<file path="config.mk">
export PLATFORM = sky130hd
export DESIGN_NAME = serial_regbank
export DESIGN_NICKNAME = d
export VERILOG_FILES = /design/src/rtl/serial_regbank_pkg.sv /design/src/rtl/regbank_decode.sv /design/src/rtl/regbank_alias.sv /design/src/rtl/serial_regbank.sv
export SDC_FILE = /design/constraint.sdc
export NUM_CORES = 1
export LEC_CHECK = 0
export ABC_AREA = 1
export CAP_MARGIN = 25
export CELL_PAD_IN_SITES_DETAIL_PLACEMENT = 1
export CELL_PAD_IN_SITES_GLOBAL_PLACEMENT = 2
export CORE_UTILIZATION = 25
export DETAILED_ROUTE_END_ITERATION = 12
export GPL_TIMING_DRIVEN = 0
export PLACE_DENSITY = 0.87
export SETUP_SLACK_MARGIN = 0.15
export SYNTH_ARGS = -nofsm -noshare
export SYNTH_HDL_FRONTEND = slang
export SYNTH_SLANG_ARGS = --single-unit
</file>
<file path="constraint.sdc">
create_clock -name clk -period 1.6 [get_ports clk]
set_input_delay 0.24 -clock clk [delete_from_list [all_inputs] [get_ports clk]]
set_output_delay 0.24 -clock clk [all_outputs]
set_load 0.05 [all_outputs]
</file>
<file path="src/rtl/serial_regbank_pkg.sv">
package serial_regbank_pkg;

    localparam int DATA_W  = 32;
    localparam int BAUD_W  = 9;

    localparam int BIT_RXEMPTY = 5;
    localparam int BIT_OVF     = 6;
    localparam int BIT_UR      = 8;
    localparam int BIT_FRM     = 12;
    localparam int BIT_ENABLE  = 15;
    localparam int IE_UR       = 10;
    localparam int IE_OVF      = 11;
    localparam int IE_FRM      = 12;

    typedef enum logic [1:0] {
        ALIAS_PLAIN = 2'd0,
        ALIAS_CLR   = 2'd1,
        ALIAS_SET   = 2'd2,
        ALIAS_INV   = 2'd3
    } alias_e;

    typedef enum logic [2:0] {
        SEL_NONE,
        SEL_CTRL,
        SEL_STAT,
        SEL_DATA,
        SEL_BAUD,
        SEL_CTRL2
    } sel_e;

    typedef struct packed {
        logic ovf;
        logic ur;
        logic frm;
    } flags_t;

    typedef struct packed {
        logic [DATA_W-1:0] ctrl;
        logic [DATA_W-1:0] ctrl2;
        logic [BAUD_W-1:0] baud;
        flags_t            flags;
    } bank_t;

endpackage

</file>
<file path="src/rtl/regbank_decode.sv">
module regbank_decode
    import serial_regbank_pkg::*;
#(
    parameter int ADDR_W = 8
) (
    input  logic [ADDR_W-1:0] addr,
    output sel_e              sel,
    output alias_e            als
);
    localparam int GRP_W = ADDR_W - 4;

    logic [GRP_W-1:0] grp;

    always_comb begin
        grp = addr[ADDR_W-1:4];
        als = alias_e'(addr[3:2]);
        sel = SEL_NONE;
        if (addr[1:0] == 2'b00) begin
            if (grp == GRP_W'(0))
                sel = SEL_CTRL;
            else if (grp == GRP_W'(1))
                sel = SEL_STAT;
            else if (grp == GRP_W'(2) && als == ALIAS_PLAIN)
                sel = SEL_DATA;
            else if (grp == GRP_W'(3) && als == ALIAS_PLAIN)
                sel = SEL_BAUD;
            else if (grp == GRP_W'(4))
                sel = SEL_CTRL2;
        end
    end
endmodule

</file>
<file path="src/rtl/regbank_alias.sv">
module regbank_alias
    import serial_regbank_pkg::*;
#(
    parameter int W = 32
) (
    input  logic [W-1:0] cur,
    input  logic [W-1:0] wdata,
    input  alias_e       op,
    input  logic         hit,
    output logic [W-1:0] nxt
);
    always_comb begin
        nxt = cur;
        if (hit) begin
            unique case (op)
                ALIAS_PLAIN: nxt = wdata;
                ALIAS_CLR:   nxt = cur & ~wdata;
                ALIAS_SET:   nxt = cur | wdata;
                ALIAS_INV:   nxt = cur ^ wdata;
            endcase
        end
    end
endmodule

</file>
<file path="src/rtl/serial_regbank.sv">
module serial_regbank
    import serial_regbank_pkg::*;
#(
    parameter int ADDR_W = 8
) (
    input  logic                clk,
    input  logic                rst_n,
    input  logic [ADDR_W-1:0]   bus_addr,
    input  logic [DATA_W-1:0]   bus_wdata,
    input  logic                bus_wr,
    input  logic                bus_rd,
    output logic [DATA_W-1:0]   bus_rdata,
    output logic                txq_push,
    output logic [DATA_W-1:0]   txq_wdata,
    output logic                rxq_pop,
    input  logic [DATA_W-1:0]   rxq_rdata,
    input  logic                rxq_empty,
    input  logic                evt_overflow,
    input  logic                evt_underrun,
    input  logic                evt_frame_err,
    output logic [DATA_W-1:0]   ctrl_q,
    output logic [DATA_W-1:0]   ctrl2_q,
    output logic [BAUD_W-1:0]   baud_q,
    output logic                engine_flush,
    output logic                fault_irq
);
    sel_e   sel;
    alias_e als;
    bank_t  s_d, s_q;

    logic [DATA_W-1:0] ctrl_nxt, ctrl2_nxt;
    logic [BAUD_W-1:0] baud_nxt;
    logic              ovf_flag;

    regbank_decode #(.ADDR_W(ADDR_W)) u_dec (
        .addr (bus_addr),
        .sel  (sel),
        .als  (als)
    );

    regbank_alias #(.W(DATA_W)) u_ctrl (
        .cur   (s_q.ctrl),
        .wdata (bus_wdata),
        .op    (als),
        .hit   (bus_wr && sel == SEL_CTRL),
        .nxt   (ctrl_nxt)
    );

    regbank_alias #(.W(DATA_W)) u_ctrl2 (
        .cur   (s_q.ctrl2),
        .wdata (bus_wdata),
        .op    (als),
        .hit   (bus_wr && sel == SEL_CTRL2),
        .nxt   (ctrl2_nxt)
    );

    regbank_alias #(.W(BAUD_W)) u_baud (
        .cur   (s_q.baud),
        .wdata (bus_wdata[BAUD_W-1:0]),
        .op    (als),
        .hit   (bus_wr && sel == SEL_BAUD),
        .nxt   (baud_nxt)
    );

    // Next-state computation
    always_comb begin
        flags_t clr_mask;
        s_d       = s_q;
        s_d.ctrl  = ctrl_nxt;
        s_d.ctrl2 = ctrl2_nxt;
        s_d.baud  = baud_nxt;
        clr_mask  = '0;
        if (bus_wr && sel == SEL_STAT && als == ALIAS_CLR) begin
            clr_mask.ovf = bus_wdata[BIT_OVF];
            clr_mask.ur  = bus_wdata[BIT_UR];
            clr_mask.frm = bus_wdata[BIT_FRM];
        end
        // engine events take priority over a simultaneous clear
        s_d.flags.ovf = (s_q.flags.ovf & ~clr_mask.ovf) | evt_overflow;
        s_d.flags.ur  = (s_q.flags.ur  & ~clr_mask.ur)  | evt_underrun;
        s_d.flags.frm = (s_q.flags.frm & ~clr_mask.frm) | evt_frame_err;
    end

    always_ff @(posedge clk or negedge rst_n) begin
        if (!rst_n)
            s_q <= '0;
        else
            s_q <= s_d;
    end

    // Read mux and queue strobes
    always_comb begin
        bus_rdata = '0;
        rxq_pop   = 1'b0;
        if (bus_rd) begin
            unique case (sel)
                SEL_CTRL:  bus_rdata = s_q.ctrl;
                SEL_CTRL2: bus_rdata = s_q.ctrl2;
                SEL_BAUD:  bus_rdata = {{(DATA_W-BAUD_W){1'b0}}, s_q.baud};
                SEL_STAT: begin
                    bus_rdata[BIT_RXEMPTY] = rxq_empty;
                    bus_rdata[BIT_OVF]     = s_q.flags.ovf;
                    bus_rdata[BIT_UR]      = s_q.flags.ur;
                    bus_rdata[BIT_FRM]     = s_q.flags.frm;
                end
                SEL_DATA: begin
                    if (!rxq_empty) begin
                        bus_rdata = rxq_rdata;
                        rxq_pop   = 1'b1;
                    end
                end
                default: bus_rdata = '0;
            endcase
        end
    end

    assign txq_push     = bus_wr && sel == SEL_DATA;
    assign txq_wdata    = bus_wdata;
    assign ctrl_q       = s_q.ctrl;
    assign ctrl2_q      = s_q.ctrl2;
    assign baud_q       = s_q.baud;
    assign engine_flush = ~s_q.ctrl[BIT_ENABLE];
    assign fault_irq    = (s_q.flags.ur  & s_q.ctrl2[IE_UR])
                        | (s_q.flags.ovf & s_q.ctrl2[IE_OVF])
                        | (s_q.flags.frm & s_q.ctrl2[IE_FRM]);
    assign ovf_flag     = s_q.flags.ovf;

endmodule

</file>
==> metrics.md, run 1 <==
| Metric | Value |
|---|---|
| Synthesized Nets | 1411 |
| Layout cells sized above 1 | 44.1% |
| Final Setup Violations | 106 |
| Critical path startpoint category | input pin |
| Hold Violations, Final | 0 |
| Fmax | 445 MHz |
| Critical path class | input pin to output port |
| Fraction of the mapped netlist area in compound gates | a little over an eighth |
| Most frequent cells in the layout | nand2_1, ha_1, buf_4 |
| Maximum number of pins on one net before global-route repair | 44 |
| Most common cell after layout, fill and taps aside | nand2_1 |
| Status | finished, violations left |
| Worst skew pair latency | 350 ps |
| ANT nets after route | 0 |
| Max clock buf depth | 2 |
| WL final | 45.5 mm |
| Clock skew | 0 ps |
| Initial drt markers | 624 |
| Synth cell types | 26 |
| Area of the mapped netlist | 8490 µm² |
| Vias after detailed routing | 10089 |
| Flops & latches, synth | 76 |
| Worst-path clk slew | 70 ps |
| CTS sink cnt | 76 |
| Routed vias/inst | 5.15 |
| Gpl congestion | 0.828 |
| Kind of end point of the critical path | output port |
| Initial antenna violation count | 1 |
| Warnings from Yosys | 0 |
| CTS Buf Count | 9 |
| Worst EP required | about 1400 ps |
| Final worst setup slack | -648 ps |
| Synth Area per Inst | about 7 µm² |
| Final core utilization | 42.4% |
| P_leak | 6.77 nW |
| Cells after DPL | 1854 |
| Syn-to-layout area delta | 66.9% |
| Clock tree from TritonCTS | done |
| Failing checks | negative setup slack |
| Min Tclk post-route | roughly 2200 ps |
| RSZ-0062 raised after global routing | true |
| Slew Viols, Final | 0 |
| Die W | 186 µm |
| Fill cells | roughly 3900 |
| PortBufs | ~220 |
| GRT Total Usage | between 20% and 30% |
| Nets | 1731 |
| DRC | 0 |
| Total negative slack | -42510 ps |
| Initial core utilization | 25.4% |
| Post-Synth XOR/XNOR Area | 0% |
| Post-DR wirelength/cell | between 20 and 25 µm |
| DIE AREA | 34700 µm² |
| Worst-Margin Slew | 888 ps |
| CTS root buffer | clkbuf_16 |
| Hold Crit Class | input pin to async pin |
| First-pass DRT Iterations | 5 |
| Simple-gate area share of the yosys netlist | 24.9% |
| Overflow after GRT | 0 |
| Non-filler instance count after layout | 1958 |
| Worst EP arrival | approximately 2000 ps |
| Mux contribution to synthesized area | 0% |
| Ports | between 200 and 250 |
| Post-synthesis adder-cell area fraction | 21.5% |
| Pwr/cell area | 727 nW/µm² |
| Vias in the first global route | roughly 11000 |
| First-pass GRT wire length | about 64 mm |
| Rel. slew slack | 40.8% |
| Largest family of logic cells by synthesized area | simple AND/OR/NAND/NOR gates |
| Antenna cell count | 0 |
| HPWL Detailed | between 20 and 30 mm |
| Worst vdd ir | about 0.58 mV |
| Fraction of the cycle the final worst path needs | 140% |
| # H-tree levels | 3 |
| Die Y | 186 µm |
| Sequential share of the synthesized area | approximately 22% |
| Max FO, Critical Path | 5 |
| Max_cap viols | 0 |
| Core area | 33400 µm² |
| Syn Inst Count | 1185 |
| Num rows | 67 |
[worst max-delay path, stage by stage]
cell and delay (ps):
buf_8 100, nor2_4 270, nand3_4 210, a21boi_4 260, buf_6 200, buf_8 140, nand4_1 150, nand3_4 150
nand2_4 70, clkinvlp_4 90, buf_8 130
[layer usage]
| metal | part of all wire (%) | vias to the layer above | wire, µm | GRT usage, % |
|---|---|---|---|---|
| met5 | 0.031 | - | 14 | 0 |
| met4 | 5.1 | 2 | 2300 | 14.4 |
| met3 | 6.7 | 161 | 3040 | 4.38 |
| met2 | 48 | 477 | 21900 | 42.1 |
| met1 | 40 | 5000 | 18300 | 30.4 |
| li1 | - | 4449 | - | - |
[sequential cells by signal, summed over array words and instances, names as in the netlist]
name	flops
ctrl2_q	32
ctrl_q	32
baud_q	9
s_q	2
ovf_flag	1
[timing repair]
action,CTS,global route
buffers inserted,55,17
endpoints found under the hold margin,33,0
pin swaps,35,27
hold buffers,1,0
gates resized for setup,1142,166
setup endpoints to repair,217,140
cloned,13,2
[final cells by class]
| type | count | area (µm²) | share of cell area, % |
|---|---|---|---|
| multi-input combinational | 808 | 6250 | 44.1 |
| timing repair buffer | 308 | 3100 | 21.9 |
| sequential | 76 | 1920 | 13.6 |
| buffer | 164 | 1440 | 10.2 |
| tap | 448 | 561 | 3.96 |
| inverter | 137 | 531 | 3.74 |
| clock buffer | 12 | 256 | 1.81 |
| clock inverter | 4 | 95.1 | 0.671 |
| timing repair inverter | 1 | 7.51 | 0.0530 |
[metrics by stage]
| step | area, µm² | total power [mW] | setup WS [ps] | hold WS [ps] |
|---|---|---|---|---|
| floorplan | 8910 | 5.66 | -164 | -55.6 |
| global route | 14200 | 10.7 | -667 | 466 |
| detailed placement | 11700 | 7.32 | -2060 | 255 |
| CTS | 13400 | 9.91 | -416 | 432 |
| global placement | 11700 | 7.16 | -3070 | 540 |
| finish | 14200 | 10.3 | -648 | 414 |
[kinds of logic after synthesis]
family                   after synthesis
AO/OA/AOI/OAI                        170
adder cells (fa/ha/maj)              146
buffers and inverters                301
flip-flops                            76
AND/OR/NAND/NOR                      492
[report_power, final]
| part | leakage [nW] | switching, mW | internal, mW |
|---|---|---|---|
| registers | 0.761 | 0.517 | 2.25 |
| clock network | 0.173 | 0.971 | 1.61 |
| logic | 5.83 | 3.14 | 1.81 |
| total | 6.77 | 4.63 | 5.67 |
[path summary, 6_finish.rpt]
kind	from	endpoint	slack, ps	depth (start not counted)
setup / recovery	bus_addr[3]	bus_rdata[19]	-650	11
hold / removal	rst_n	ctrl_q[17]	410	2
setup reg to reg	ctrl2_q[11]	ctrl2_q[11]	-90	8
hold reg to reg	baud_q[4]	baud_q[4]	570	2
max in group asynchronous	rst_n	baud_q[7]	510	3
min in group clk	evt_overflow	ovf_flag	430	3
[cell usage after synthesis, drive strengths merged]
master   count  share of area, %
nor2        66               3.1
o2111ai     68               7.0
a21oi       20               1.2
nor4         1             0.074
o21ai       81               4.8
inv        137               6.1
nand2      342                15
nand3       18               1.2
dfrtp       76                22
a21boi       1             0.088
nand3b      16               1.4
clkbuf      38               1.7
buf        126                10
nor3        11              0.91
ha         146                22
nand4       38               2.8
(Power assumes the default switching activity.)
==> run 2, diff against run 1 <==
- CORE_UTILIZATION: 25 -> 28
- PLACE_DENSITY: 0.87 -> 0.91
- clock period: 1.6 -> 2.1 ns (I/O delays scaled with it)
==> run 2 against run 1 <==
- the run still ends with negative setup slack left
- total power down 29%
- flip-flop and latch count is the same
- die area fell by 11%
- wire length down 7.2%
- worst setup slack improved by 340 ps
- highest routed layer is now met4
==> metrics.md, run 2 (synthesized netlist as in run 1, its figures left out) <==
| Metric | Value |
|---|---|
| Max stage delay on crit path | 220 ps (-50 ps) |
| Num rows | 63 (-6.0%) |
| Ports | 221 (unchanged) |
| Vias after detailed routing | 9864 (-2.2%) |
| Final core utilization | 45.1% (+2.8 points) |
| Syn-to-layout area delta | 58.0% |
| Max FO, Critical Path | 5 (unchanged) |
| Slowest-stage cell, CP | nor2_4 |
| Initial drt markers | 603 (-3.4%) |
| GRT Total Usage | 26.1% (+0.93 points) |
| Overflow after GRT | 0 (unchanged) |
| Multi-input gate area | 5810 µm² (-7.1%) |
| CTS Buf Count | 9 (unchanged) |
| Most common cell after layout, fill and taps aside | nand2_1 |
| Nets | 1715 (-0.92%) |
| Crit path top cell by count | nor2_4 |
| Slew Viols, Final | 0 (unchanged) |
| Routed vias/inst | 5.24 (+1.7%) |
| Non-filler instance count after layout | 1883 (-3.8%) |
| Vias in the first global route | 10144 (-4.1%) |
| Max_cap viols | 0 (unchanged) |
| Worst skew pair latency | 350 ps (about the same) |
| ANT nets after route | 0 (unchanged) |
| Layout cells sized above 1 | 27.6% (-17 points) |
| Worst reg-to-reg path cell count | 6 (-2) |
| Core area | 29700 µm² (-11%) |
| Total negative slack | -7940 ps (+34570 ps) |
| DIE AREA | 31000 µm² (-11%) |
| Worst EP required | 1780 ps (+420 ps) |
| RSZ-0062 raised after global routing | true |
| # H-tree levels | 3 (unchanged) |
| Worst-path clk slew | 60 ps (about the same) |
| Initial core utilization | 28.6% (+3.2 points) |
| WL final | 42.2 mm (-7.2%) |
| Initial antenna violation count | 0 (-1) |
| Antenna cell count | 0 (unchanged) |
| Clock skew | 0 ps (unchanged) |
| Die Y | 176 µm (-5.4%) |
| Status | finished, violations left |
| Max clock buf depth | 2 (unchanged) |
| P_leak | 6.42 nW (-5.1%) |
| Pre-CTS setup slack | -1700 ps (+361 ps) |
| Hold Violations, Final | 0 (unchanged) |
| Kind of end point of the critical path | output port |
| First-pass DRT Iterations | 4 (-1) |
| Critical path class | input pin to output port |
| Critical path cell sequence | buf_8 -> nor2_4 -> nand3_4 -> nand3_4 -> nand2_8 -> nor2_4 -> buf_6 -> buf_12 -> nand2_4 -> nand2_4 -> nor2_4 -> nor2_4 -> buf_8 |
| Maximum number of pins on one net before global-route repair | 55 (+25%) |
| Fill cells | 3569 (-9.3%) |
| CTS sink cnt | 76 (unchanged) |
| Fraction of the cycle the final worst path needs | 115% |
| PortBufs | 219 (unchanged) |
| Register area | 1900 µm² (-1.1%) |
| Min Tclk post-route | 2410 ps |
| Worst-Margin Slew | 1050 ps (+160 ps) |
| Gpl congestion | 0.866 (+4.5%) |
| Worst EP arrival | 2090 ps (+80 ps) |
| Critical path startpoint category | input pin |
| Final worst setup slack | -309 ps (+338 ps) |
| Die W | 176 µm (-5.4%) |
| Post-DR wirelength/cell | 22.4 µm (-3.5%) |
| Rel. slew slack | 30.2% (-11 points) |
| Worst vdd ir | 0.408 mV (-30%) |
| HPWL Detailed | 27.5 mm (-2.2%) |
| Pwr/cell area | 546 nW/µm² (-25%) |
| First-pass GRT wire length | 60.4 mm (-5.8%) |
| Fmax | around 420 MHz |
| Cells after DPL | 1797 (-3.1%) |
| Failing checks | negative setup slack |
| Final Setup Violations | 33 (-69%) |
| Hold Crit Class | input pin to async pin |
| Most frequent cells in the layout | nand2_1, buf_4, ha_1 |
| Clock tree from TritonCTS | done |
| DRC | 0 (unchanged) |
| CTS root buffer | clkbuf_16 |
run 2: cell count changes in the layout (fill, tap and decap cells not counted), moves of 12 or more:
cell	change
nand2_2	-32
dfrtp_2	-17
buf_2	-77
nand2_1	+44
nand2_4	-12
o21ai_0	+43
o21ai_2	-51
dfrtp_1	+17
buf_6	-14
clkbuf_4	-18
dlygate4sd2_1	+105
run 2: per-stage QoR:
| stage | power [mW] | instance area (µm²) | hold WS (ps) |
|---|---|---|---|
| after global routing | 7.67 | 13400 | 450 |
| after floorplan | 4.29 | 8790 | 19.4 |
| after CTS | 7.18 | 12900 | 433 |
| after global placement | 5.41 | 11500 | 518 |
| final | 7.32 | 13400 | 419 |
| after detailed placement | 5.54 | 11500 | 258 |
run 2: layer usage:
layer	routed length [µm]	global-route usage (%)
met5	0	0
met1	17500	32.6
met4	2030	12.7
met2	20100	43.4
met3	2640	4.33
run 2: path summary, 6_finish.rpt:
| path | from | to | slack, ps |
|---|---|---|---|
| hold / removal | rst_n | ctrl2_q[20] | 420 |
| setup reg to reg | ctrl_q[0] | ctrl_q[0] | 560 |
| min in group clk | evt_overflow | ovf_flag | 490 |
| setup / recovery | bus_addr[2] | bus_rdata[22] | -310 |
| hold reg to reg | s_q[0] | s_q[0] | 560 |
| max in group asynchronous | rst_n | ctrl_q[2] | 1020 |
run 2: layout make-up:
type                    instances  share of cell area [%]
plain buffers                 164                    10.2
clock buffers                  13                    1.87
clock inverters                 2                   0.261
inverters                     137                    3.91
multi-input cells             808                    43.3
flip-flops and latches         76                    14.2
well taps                     390                    3.64
repair buffers                293                    22.6
run 2: repair_timing:
item                                   in CTS  in global routing
endpoints found under the hold margin      22                  0
pin swaps                                  36                 35
setup endpoints to repair                 217                 98
gates resized for setup                   576                 87
hold buffers                                1                  0
gates cloned                                4                  2
setup buffers                              43                 21
run 2: power breakdown:
group	internal, mW	total [mW]	leakage (nW)	switching, mW
Clock	0.949	1.66	0.140	0.713
Combinational	1.30	3.58	5.51	2.28
Sequential	1.70	2.08	0.775	0.381
run 2: critical path, delay by kind of cell:
family        cells  cell delay [ps]
simple gates      9             1230
buf+inv           4              530
==> run 3, diff against run 2 <==
- CAP_MARGIN: 25 -> not set
- CORE_MARGIN: not set -> 4
==> run 3 against run 2 <==
- the flow still finishes with violations (negative setup slack)
- sequential share of layout area up 0.58 points
- cell area fell by 3.9%
- worst hold slack better by 64 ps
- total power fell by 0.30%
- utilization fell by 1.9 points
- critical path type unchanged
- largest cell class unchanged
==> metrics.md, run 3 (synthesized netlist as in run 1, its figures left out) <==
| Metric | Value |
|---|---|
| Status | finished, violations left |
| Failing checks | negative setup slack |
| First-pass DRT Iterations | 5 (+1) |
| Fmax | 432 MHz (+4.1%) |
| Routed vias/inst | 5.16 (-1.4%) |
| Reg power frac | 28.3% (about the same) |
| Kind of end point of the critical path | output port |
| Register area | 1900 µm² (unchanged) |
| Switching Share | 45.6% (-0.44 points) |
| CTS Buf Count | 9 (unchanged) |
| Initial drt markers | 620 (+2.8%) |
| Post-DR wirelength/cell | 21.7 µm (-3.5%) |
| Max clock buf depth | 2 (unchanged) |
| Die W | 182 µm (+3.4%) |
| Psw | 3.33 mW (-1.2%) |
| Fill cells | 3606 (+1.0%) |
| Final core utilization | 43.2% (-1.9 points) |
| First-pass GRT wire length | 59.9 mm (-0.87%) |
| PortBufs | 219 (unchanged) |
| Final Setup Violations | 33 (unchanged) |
| Ports | 221 (unchanged) |
| R2R setup slack | 640 ps (+80 ps) |
| Non-filler instance count after layout | 1857 (-1.4%) |
| Critical path startpoint category | input pin |
| Num rows | 63 (unchanged) |
| Total negative slack | -4110 ps (+3840 ps) |
| Nets | 1687 (-1.6%) |
| Multi-input gate area | 5720 µm² (-1.5%) |
| Rel. slew slack | 39.3% (+9.2 points) |
| Max FO, Critical Path | 5 (unchanged) |
| Hold Violations, Final | 0 (unchanged) |
| Worst-Margin Slew | 910 ps (-137 ps) |
| Final worst setup slack | -214 ps (+95.3 ps) |
| Pint | 3.97 mW (+0.51%) |
| Worst vdd ir | 0.553 mV (+36%) |
| Worst skew pair latency | 350 ps (about the same) |
| Worst-path clk slew | 70 ps (about the same) |
| Slew Viols, Final | 0 (unchanged) |
| Overflow after GRT | 0 (unchanged) |
| Fraction of the cycle the final worst path needs | 110% (-4.5 points) |
| # H-tree levels | 3 (unchanged) |
| CTS root buffer | clkbuf_16 |
| DIE AREA | 33200 µm² (+6.9%) |
| HPWL Detailed | 28.0 mm (+1.9%) |
| Hold Crit Class | input pin to flip-flop |
| Critical path class | input pin to output port |
| Vias in the first global route | 10151 (+0.069%) |
| Max_cap viols | 0 (unchanged) |
| ANT nets after route | 0 (unchanged) |
| Maximum number of pins on one net before global-route repair | 43 (-22%) |
| Vias after detailed routing | 9587 (-2.8%) |
| Total power | 7.30 mW (-0.30%) |
| DRC | 0 (unchanged) |
| Die Y | 182 µm (+3.4%) |
| Initial antenna violation count | 1 (+1) |
| Logic pwr share | 47.6% (-1.3 points) |
| Pwr/cell area | 567 nW/µm² (+3.8%) |
| Initial core utilization | 28.5% (-0.076 points) |
| Layout cells sized above 1 | 24.7% (-2.9 points) |
| Syn-to-layout area delta | 51.7% |
| Most common cell after layout, fill and taps aside | nand2_1 |
| Min Tclk post-route | 2310 ps (-95.3 ps) |
| GRT Total Usage | 23.3% (-2.7 points) |
| Worst EP required | 1780 ps (about the same) |
| CTS sink cnt | 76 (unchanged) |
| Final hold slack | 483 ps (+64.4 ps) |
| Clock tree from TritonCTS | done |
| Cells after DPL | 1795 (-0.11%) |
| Core area | 29800 µm² (+0.27%) |
| P_leak | 6.19 nW (-3.6%) |
| Clock skew | 0 ps (unchanged) |
| Worst EP arrival | 2000 ps (-90 ps) |
| Gpl congestion | 0.868 (+0.20%) |
| RSZ-0062 raised after global routing | true |
| Power share of the clock group | 24.1% (+1.4 points) |
| WL final | 40.2 mm (-4.8%) |
| Most frequent cells in the layout | nand2_1, ha_1, buf_4 |
-- run 3: repair_timing --
item,4_1_cts,5_1_grt
gates resized for setup,523,50
cloned,2,0
setup endpoints to repair,217,106
setup buffers,28,14
pin swaps,25,31
hold endpoints to repair,34,0
hold buffers,1,0
-- run 3: metal layers --
layer  wire, µm  track usage [%]  vias up
met5          0                0        -
met3       2770             5.28       97
li1           -                -     4360
met1      16700             28.8     4764
met4       1600             9.19        0
met2      19200             39.5      366
-- run 3: layout make-up --
| cell class | instances | share of cell area (%) |
|---|---|---|
| antenna | 1 | 0.0194 |
| buffer | 164 | 9.52 |
| clock buffer | 13 | 2.10 |
| clock inverter | 3 | 0.340 |
| inverter | 137 | 4.08 |
| multi-input combinational | 808 | 44.4 |
| sequential | 76 | 14.8 |
| tap | 390 | 3.79 |
| timing repair buffer | 265 | 21.0 |
-- run 3: worst paths after layout --
check,from,to,cells after the start
min reg2reg,baud_q[3],baud_q[3],2
min in group asynchronous,rst_n,ctrl2_q[17],2
max in group asynchronous,rst_n,baud_q[1],3
min,evt_overflow,ovf_flag,3
max reg2reg,ctrl2_q[11],ctrl2_q[11],6
max,bus_addr[2],bus_rdata[22],13
-- run 3: critical path, stage by stage --
cell	delay (ps)
buf_8	100
nor2_4	210
nand3_4	180
nand3_4	150
nand2_8	90
nor2_4	190
buf_12	150
buf_12	130
nand2_4	50
nand2_4	70
nor2_4	50
nor2_4	120
buf_8	160
-- run 3: power by group through the flow --
stage | Combinational (mW) | Sequential, mW | Clock, mW
after CTS | 3.43 | 2.04 | 1.76
after global routing | 3.76 | 2.11 | 1.82
after detailed placement | 3.51 | 2.04 | 0
final | 3.47 | 2.07 | 1.76
after floorplan | 2.38 | 1.91 | 0
after global placement | 3.39 | 2.03 | 0
-- run 3: stage by stage --
step                      instance area [µm²]  setup WS (ps)
after detailed placement                11500          -1770
after global routing                    12900           -275
final                                   12900           -214
after global placement                  11500          -2650
after CTS                               12600           -119
after floorplan                          8790            129
